### config.mk
export PLATFORM = sky130hd
export DESIGN_NAME = uart_rx_status
export DESIGN_NICKNAME = d
export VERILOG_FILES = /design/src/rtl/rxs_pkg.sv /design/src/rtl/rxs_datapath.sv /design/src/rtl/rxs_control.sv /design/src/rtl/uart_rx_status.sv
export SDC_FILE = /design/constraint.sdc
export NUM_CORES = 1
export LEC_CHECK = 0
export BUFFER_PORTS_ARGS = -buffer_cell sky130_fd_sc_hd__buf_2
export CORE_UTILIZATION = 50
export CTS_BUF_LIST = sky130_fd_sc_hd__clkbuf_16
export DETAILED_ROUTE_END_ITERATION = 7
export PLACE_DENSITY = 0.67
export SYNTH_ARGS = -nofsm -noshare
export SYNTH_HDL_FRONTEND = slang
export SYNTH_SLANG_ARGS = --single-unit
### constraint.sdc
create_clock -name clk -period 5.65 [get_ports clk]
set_clock_uncertainty 0.1 [all_clocks]
set_input_delay 1.13 -clock clk [delete_from_list [all_inputs] [get_ports clk]]
set_output_delay 1.13 -clock clk [all_outputs]
set_load 0.005 [all_outputs]
### src/rtl/rxs_pkg.sv
package rxs_pkg;
  // strobes from control to datapath
  typedef struct packed {
    logic push;
    logic pop;
  } rxs_strobe_t;
endpackage

### src/rtl/rxs_datapath.sv
module rxs_datapath
  import rxs_pkg::*;
#(
  parameter int DATA_W = 8,
  parameter int DEPTH  = 16,
  localparam int AW    = $clog2(DEPTH)
) (
  input  logic              clk,
  input  logic              rst_n,
  input  rxs_strobe_t       strobe,
  input  logic [DATA_W-1:0] wrData,
  input  logic              wrTag,
  output logic [DATA_W-1:0] headData,
  output logic              fifoEmpty,
  output logic              fifoFull,
  output logic              headNew,
  output logic              headTag,
  output logic [AW:0]       level
);
  localparam logic [AW:0] FULL_LVL = (AW+1)'(DEPTH);

  logic [DATA_W-1:0] dataMem [DEPTH];
  logic [DEPTH-1:0]  tagMem;
  logic [AW-1:0]     wrPtr, rdPtr, nextRd;

  assign nextRd    = rdPtr + 1'b1;
  assign fifoEmpty = (level == '0);
  assign fifoFull  = (level == FULL_LVL);
  assign headData  = fifoEmpty ? '0 : dataMem[rdPtr];

  // one write-enabled slot per entry
  for (genvar i = 0; i < DEPTH; i++) begin : g_slot
    always_ff @(posedge clk) begin
      if (strobe.push && wrPtr == AW'(i)) begin
        dataMem[i] <= wrData;
        tagMem[i]  <= wrTag;
      end
    end
  end

  always_ff @(posedge clk) begin
    if (!rst_n) begin
      wrPtr <= '0;
      rdPtr <= '0;
      level <= '0;
    end else begin
      if (strobe.push) wrPtr <= wrPtr + 1'b1;
      if (strobe.pop)  rdPtr <= nextRd;
      case ({strobe.push, strobe.pop})
        2'b10:   level <= level + 1'b1;
        2'b01:   level <= level - 1'b1;
        default: level <= level;
      endcase
    end
  end

  // which entry (if any) becomes the new head at this edge
  always_comb begin
    headNew = 1'b0;
    headTag = 1'b0;
    if (fifoEmpty || (strobe.pop && level == (AW+1)'(1))) begin
      headNew = strobe.push;
      headTag = wrTag;
    end else if (strobe.pop) begin
      headNew = 1'b1;
      headTag = tagMem[nextRd];
    end
  end
endmodule

### src/rtl/rxs_control.sv
module rxs_control
  import rxs_pkg::*;
(
  input  logic        clk,
  input  logic        rst_n,
  input  logic        pushValid,
  input  logic        dataRd,
  input  logic        statusRd,
  input  logic        fifoEmpty,
  input  logic        fifoFull,
  input  logic        headNew,
  input  logic        headTag,
  output rxs_strobe_t strobe,
  output logic        ovrFlag,
  output logic        parFlag
);
  logic ovrSet, parSet;

  assign strobe.push = pushValid && !fifoFull;
  assign strobe.pop  = dataRd && !fifoEmpty;
  assign ovrSet      = pushValid && fifoFull;
  assign parSet      = headNew && headTag;

  // set beats clear-on-read
  always_ff @(posedge clk) begin
    if (!rst_n) begin
      ovrFlag <= 1'b0;
      parFlag <= 1'b0;
    end else begin
      if (ovrSet)        ovrFlag <= 1'b1;
      else if (statusRd) ovrFlag <= 1'b0;
      if (parSet)        parFlag <= 1'b1;
      else if (statusRd) parFlag <= 1'b0;
    end
  end
endmodule

### src/rtl/uart_rx_status.sv
module uart_rx_status
  import rxs_pkg::*;
#(
  parameter int DATA_W = 8,
  parameter int DEPTH  = 16
) (
  input  logic              clk,
  input  logic              rst_n,
  input  logic              pushValid,
  input  logic [DATA_W-1:0] pushData,
  input  logic              pushParErr,
  input  logic              dataRd,
  output logic [DATA_W-1:0] rdData,
  input  logic              statusRd,
  output logic [2:0]        statusWord
);
  localparam int AW = $clog2(DEPTH);

  rxs_strobe_t strobe;
  logic fifoEmpty, fifoFull, headNew, headTag, ovrFlag, parFlag;
  logic [AW:0] level;

  rxs_datapath #(.DATA_W(DATA_W), .DEPTH(DEPTH)) u_dp (
    .clk(clk), .rst_n(rst_n), .strobe(strobe), .wrData(pushData),
    .wrTag(pushParErr), .headData(rdData), .fifoEmpty(fifoEmpty),
    .fifoFull(fifoFull), .headNew(headNew), .headTag(headTag), .level(level)
  );

  rxs_control u_ctl (
    .clk(clk), .rst_n(rst_n), .pushValid(pushValid), .dataRd(dataRd),
    .statusRd(statusRd), .fifoEmpty(fifoEmpty), .fifoFull(fifoFull),
    .headNew(headNew), .headTag(headTag), .strobe(strobe),
    .ovrFlag(ovrFlag), .parFlag(parFlag)
  );

  assign statusWord = {parFlag, ovrFlag, !fifoEmpty};
endmodule

==> impl_metrics.yaml <==
outcome:
  outcome: "finished, final reports clean"
grt:
  grt_pass1_vias: 3224
  grt_max_degree: 33
  track_usage_pct: 20.8
  grt_pass1_wl_um: 19000
  antenna_found_initial: 0
  gr-total-overflow: 0
synthesis:
  yosys_most_used_dff: "edfxtp_1"
  synth.area.mux_share_pct: 15.6
  synthDistinctLibCells: 30
  netlist_area_um2: 6550
  synth_adder_area_share_pct: 1.91
  synthXorXnorAreaFrac_pct: 1.60
  synth_top_family_by_area: "multiplexers"
  syn-num-nets: 362
  synth-edff-count: 144
  synthArstFlopShare_pct: 0
  ys_seq_area_share_pct: 71.8
  ys_warn_count: 0
  synth_compound_area_share_pct: 1.28
  synth_cells: 338
  synth_seq_cells: 163
  post_synth.cell_area_avg_um2: 19.4
  yosys.area_share.simple_pct: 5.71
worst_setup_path:
  critical_path.top_delay_family: "multiplexers"
  critPathKind: "reg2out"
  crit_buf_inv: 2
  worst_setup_path_start_kind: "flip-flop"
  crit_path_max_incr_delay_ns: 0.72
  slowest_stage: "dfxtp_2"
  cp.required_ns: 4.42
  cp_cell_sequence: "buf_4 -> mux4_2 -> mux4_2 -> and2_1 -> buf_2"
  cp.arrival_ns: 2.90
  cpMostUsedCell: "mux4_2"
  path_max_fanout: 17
  end_kind: "output port"
timing:
  final_hold_viol_count: 0
  relSlewSlack_pct: 16.7
  setup_viol: 0
  setup-tns-final_ns: 0
  rsz0062_at_grt: "no"
  maxSlewViolCount: 0
  fmax_mhz: 242
  fin_crit_sh_pct: 73.0
  fin_crit_ns: 4.13
  tightest_slew_ns: 1.25
  hold_ws_ns: 0.401
route:
  firstDrtPassIters: 4
  drt_iter0_markers: 326
  ant_nets: 0
  drc_errors: 0
  drt-wirelength-per-cell_um: 22.1
  drt_wl_total_um: 12300
  vias_per_cell: 5.63
  via_count: 3136
clock_tree:
  ctsHtreeMaxLevel: 4
  clk_path_buf_depth: 2
  ctsResizeCount: 0
  clk_latency_ns: 0.42
  cts_hold_buf: 0
  cts_tree: "built"
  postCtsSetupRepairBufs: 0
  clockRootBuffer: "clkbuf_16"
  numCtsBuffers: 17
  cts_sinks: 163
  clk_pin_slew_ns: 0.06
placed_design:
  portBuffers: 24
  dp_hpwl_um: 7730
  dp.cells: 525
  gp_congestion: 0.749
layout:
  final_common_cell: "edfxtp_1"
  syn2layout_area_growth_pct: 13.0
  layout_common_cells: "edfxtp_1, mux4_2, buf_2"
  antenna_cells: 0
  fin_cells: 557
  layout.nets: 396
  drive_gt1_share_pct: 29.4
pwr:
  power_w: 0.00307
  power_density_nw_per_um2: 414
  leakage_nw: 2.41
  peakVddDrop_v: 0.000185
die:
  start_util_pct: 51.7
  coreArea_um2: 12700
  core.rowCount: 41
  dieArea_um2: 13600
  die_y_um: 116
  die_w_um: 116
  io_pins: 25
worst_hold_path:
  hp-class: "reg2reg"
job:
  drv_cap: 0
==> worst register-to-register path, cell delays in order (launching register included) <==
cell and delay [ns]:
dfxtp_1 0.44, inv_1 0.10, ha_1 0.25, or4b_2 0.44, nand2_1 0.17, inv_1 0.09, ha_1 0.27, or4b_2 0.60
a21oi_1 0.19, xor2_1 0.08, and2_1 0.16
==> cells by family (layout without fill, tap and decap cells) <==
group | Yosys count | in the layout
AND/OR/NAND/NOR | 67 | 67
buffers and inverters | 27 | 74
XOR/XNOR | 12 | 12
adder cells (fa/ha/maj) | 10 | 10
flip-flops | 163 | 163
multiplexers | 46 | 46
AO/OA/AOI/OAI | 13 | 13
==> where the power goes <==
group | internal (W) | switching (W) | leakage, nW
Sequential | 0.00136 | 0.0000820 | 1.46
Combinational | 0.000333 | 0.000248 | 0.698
Clock | 0.000598 | 0.000446 | 0.254
Total | 0.00229 | 0.000777 | 2.41
==> metrics by stage <==
stage	util, %	setup slack [ns]	cell area [µm²]
6_report	58.4	1.52	7400
3_3_place_gp	54.1	1.94	6860
3_5_place_dp	54.1	1.90	6860
2_1_floorplan	-	2.67	6550
4_1_cts	58.4	1.45	7400
5_1_grt	58.4	1.34	7400
==> final cells by class <==
| cell class | count | area [µm²] |
|---|---|---|
| Inverter | 9 | 33.8 |
| Sequential cell | 163 | 4710 |
| Clock buffer | 17 | 425 |
| Fill cell | 986 | 5270 |
| Timing Repair Buffer | 33 | 188 |
| Multi-Input combinational cell | 148 | 1710 |
| Tap cell | 172 | 215 |
| Clock inverter | 15 | 118 |
==> cell usage after synthesis, types with 2 or more instances <==
master / instances / share of area [%]
xor2_1: 3 / 0.40
and3_1: 3 / 0.29
and2_1: 23 / 2.2
inv_1: 9 / 0.52
or4b_2: 2 / 0.31
nand2b_1: 2 / 0.19
mux4_2: 45 / 15
nand3_1: 5 / 0.38
dfxtp_1: 19 / 5.8
buf_1: 3 / 0.17
nand4bb_1: 2 / 0.34
buf_4: 2 / 0.23
xnor2_1: 9 / 1.2
nor2_1: 12 / 0.69
nand4b_1: 2 / 0.27
a21oi_1: 3 / 0.23
edfxtp_1: 144 / 66
nand2_1: 10 / 0.57
a21boi_0: 4 / 0.46
clkbuf_1: 9 / 0.52
nor3_1: 5 / 0.38
ha_1: 10 / 1.9
buf_6: 3 / 0.52
o21ai_0: 3 / 0.23
==> per-layer routing <==
metal | vias up | global-route usage (%) | part of all wire, %
met5 | - | 0 | 0
met4 | 0 | 9.40 | 2.0
met3 | 15 | 5.09 | 6.6
met2 | 97 | 31.8 | 48
met1 | 1614 | 28.7 | 43
li1 | 1410 | - | -
==> flip-flops by register name, indices dropped and copies added, names as in the netlist, named ones only <==
register / count
u_ctl.ovrFlag: 1
u_ctl.parFlag: 1
u_dp.dataMem: 128
u_dp.level: 5
u_dp.rdPtr: 4
u_dp.tagMem: 16
u_dp.wrPtr: 4
==> worst paths after layout <==
path | depth (start not counted) | to | startpoint | slack, ns
max | 5 | rdData[0] | flip-flop | 1.52
min | 2 | flip-flop | u_dp.rdPtr[1] | 0.40
max reg2reg | 10 | u_dp.level[3] | u_dp.level[0] | 2.65
min reg2reg | 2 | flip-flop | u_dp.rdPtr[1] | 0.40
(Power assumes the default switching activity.)
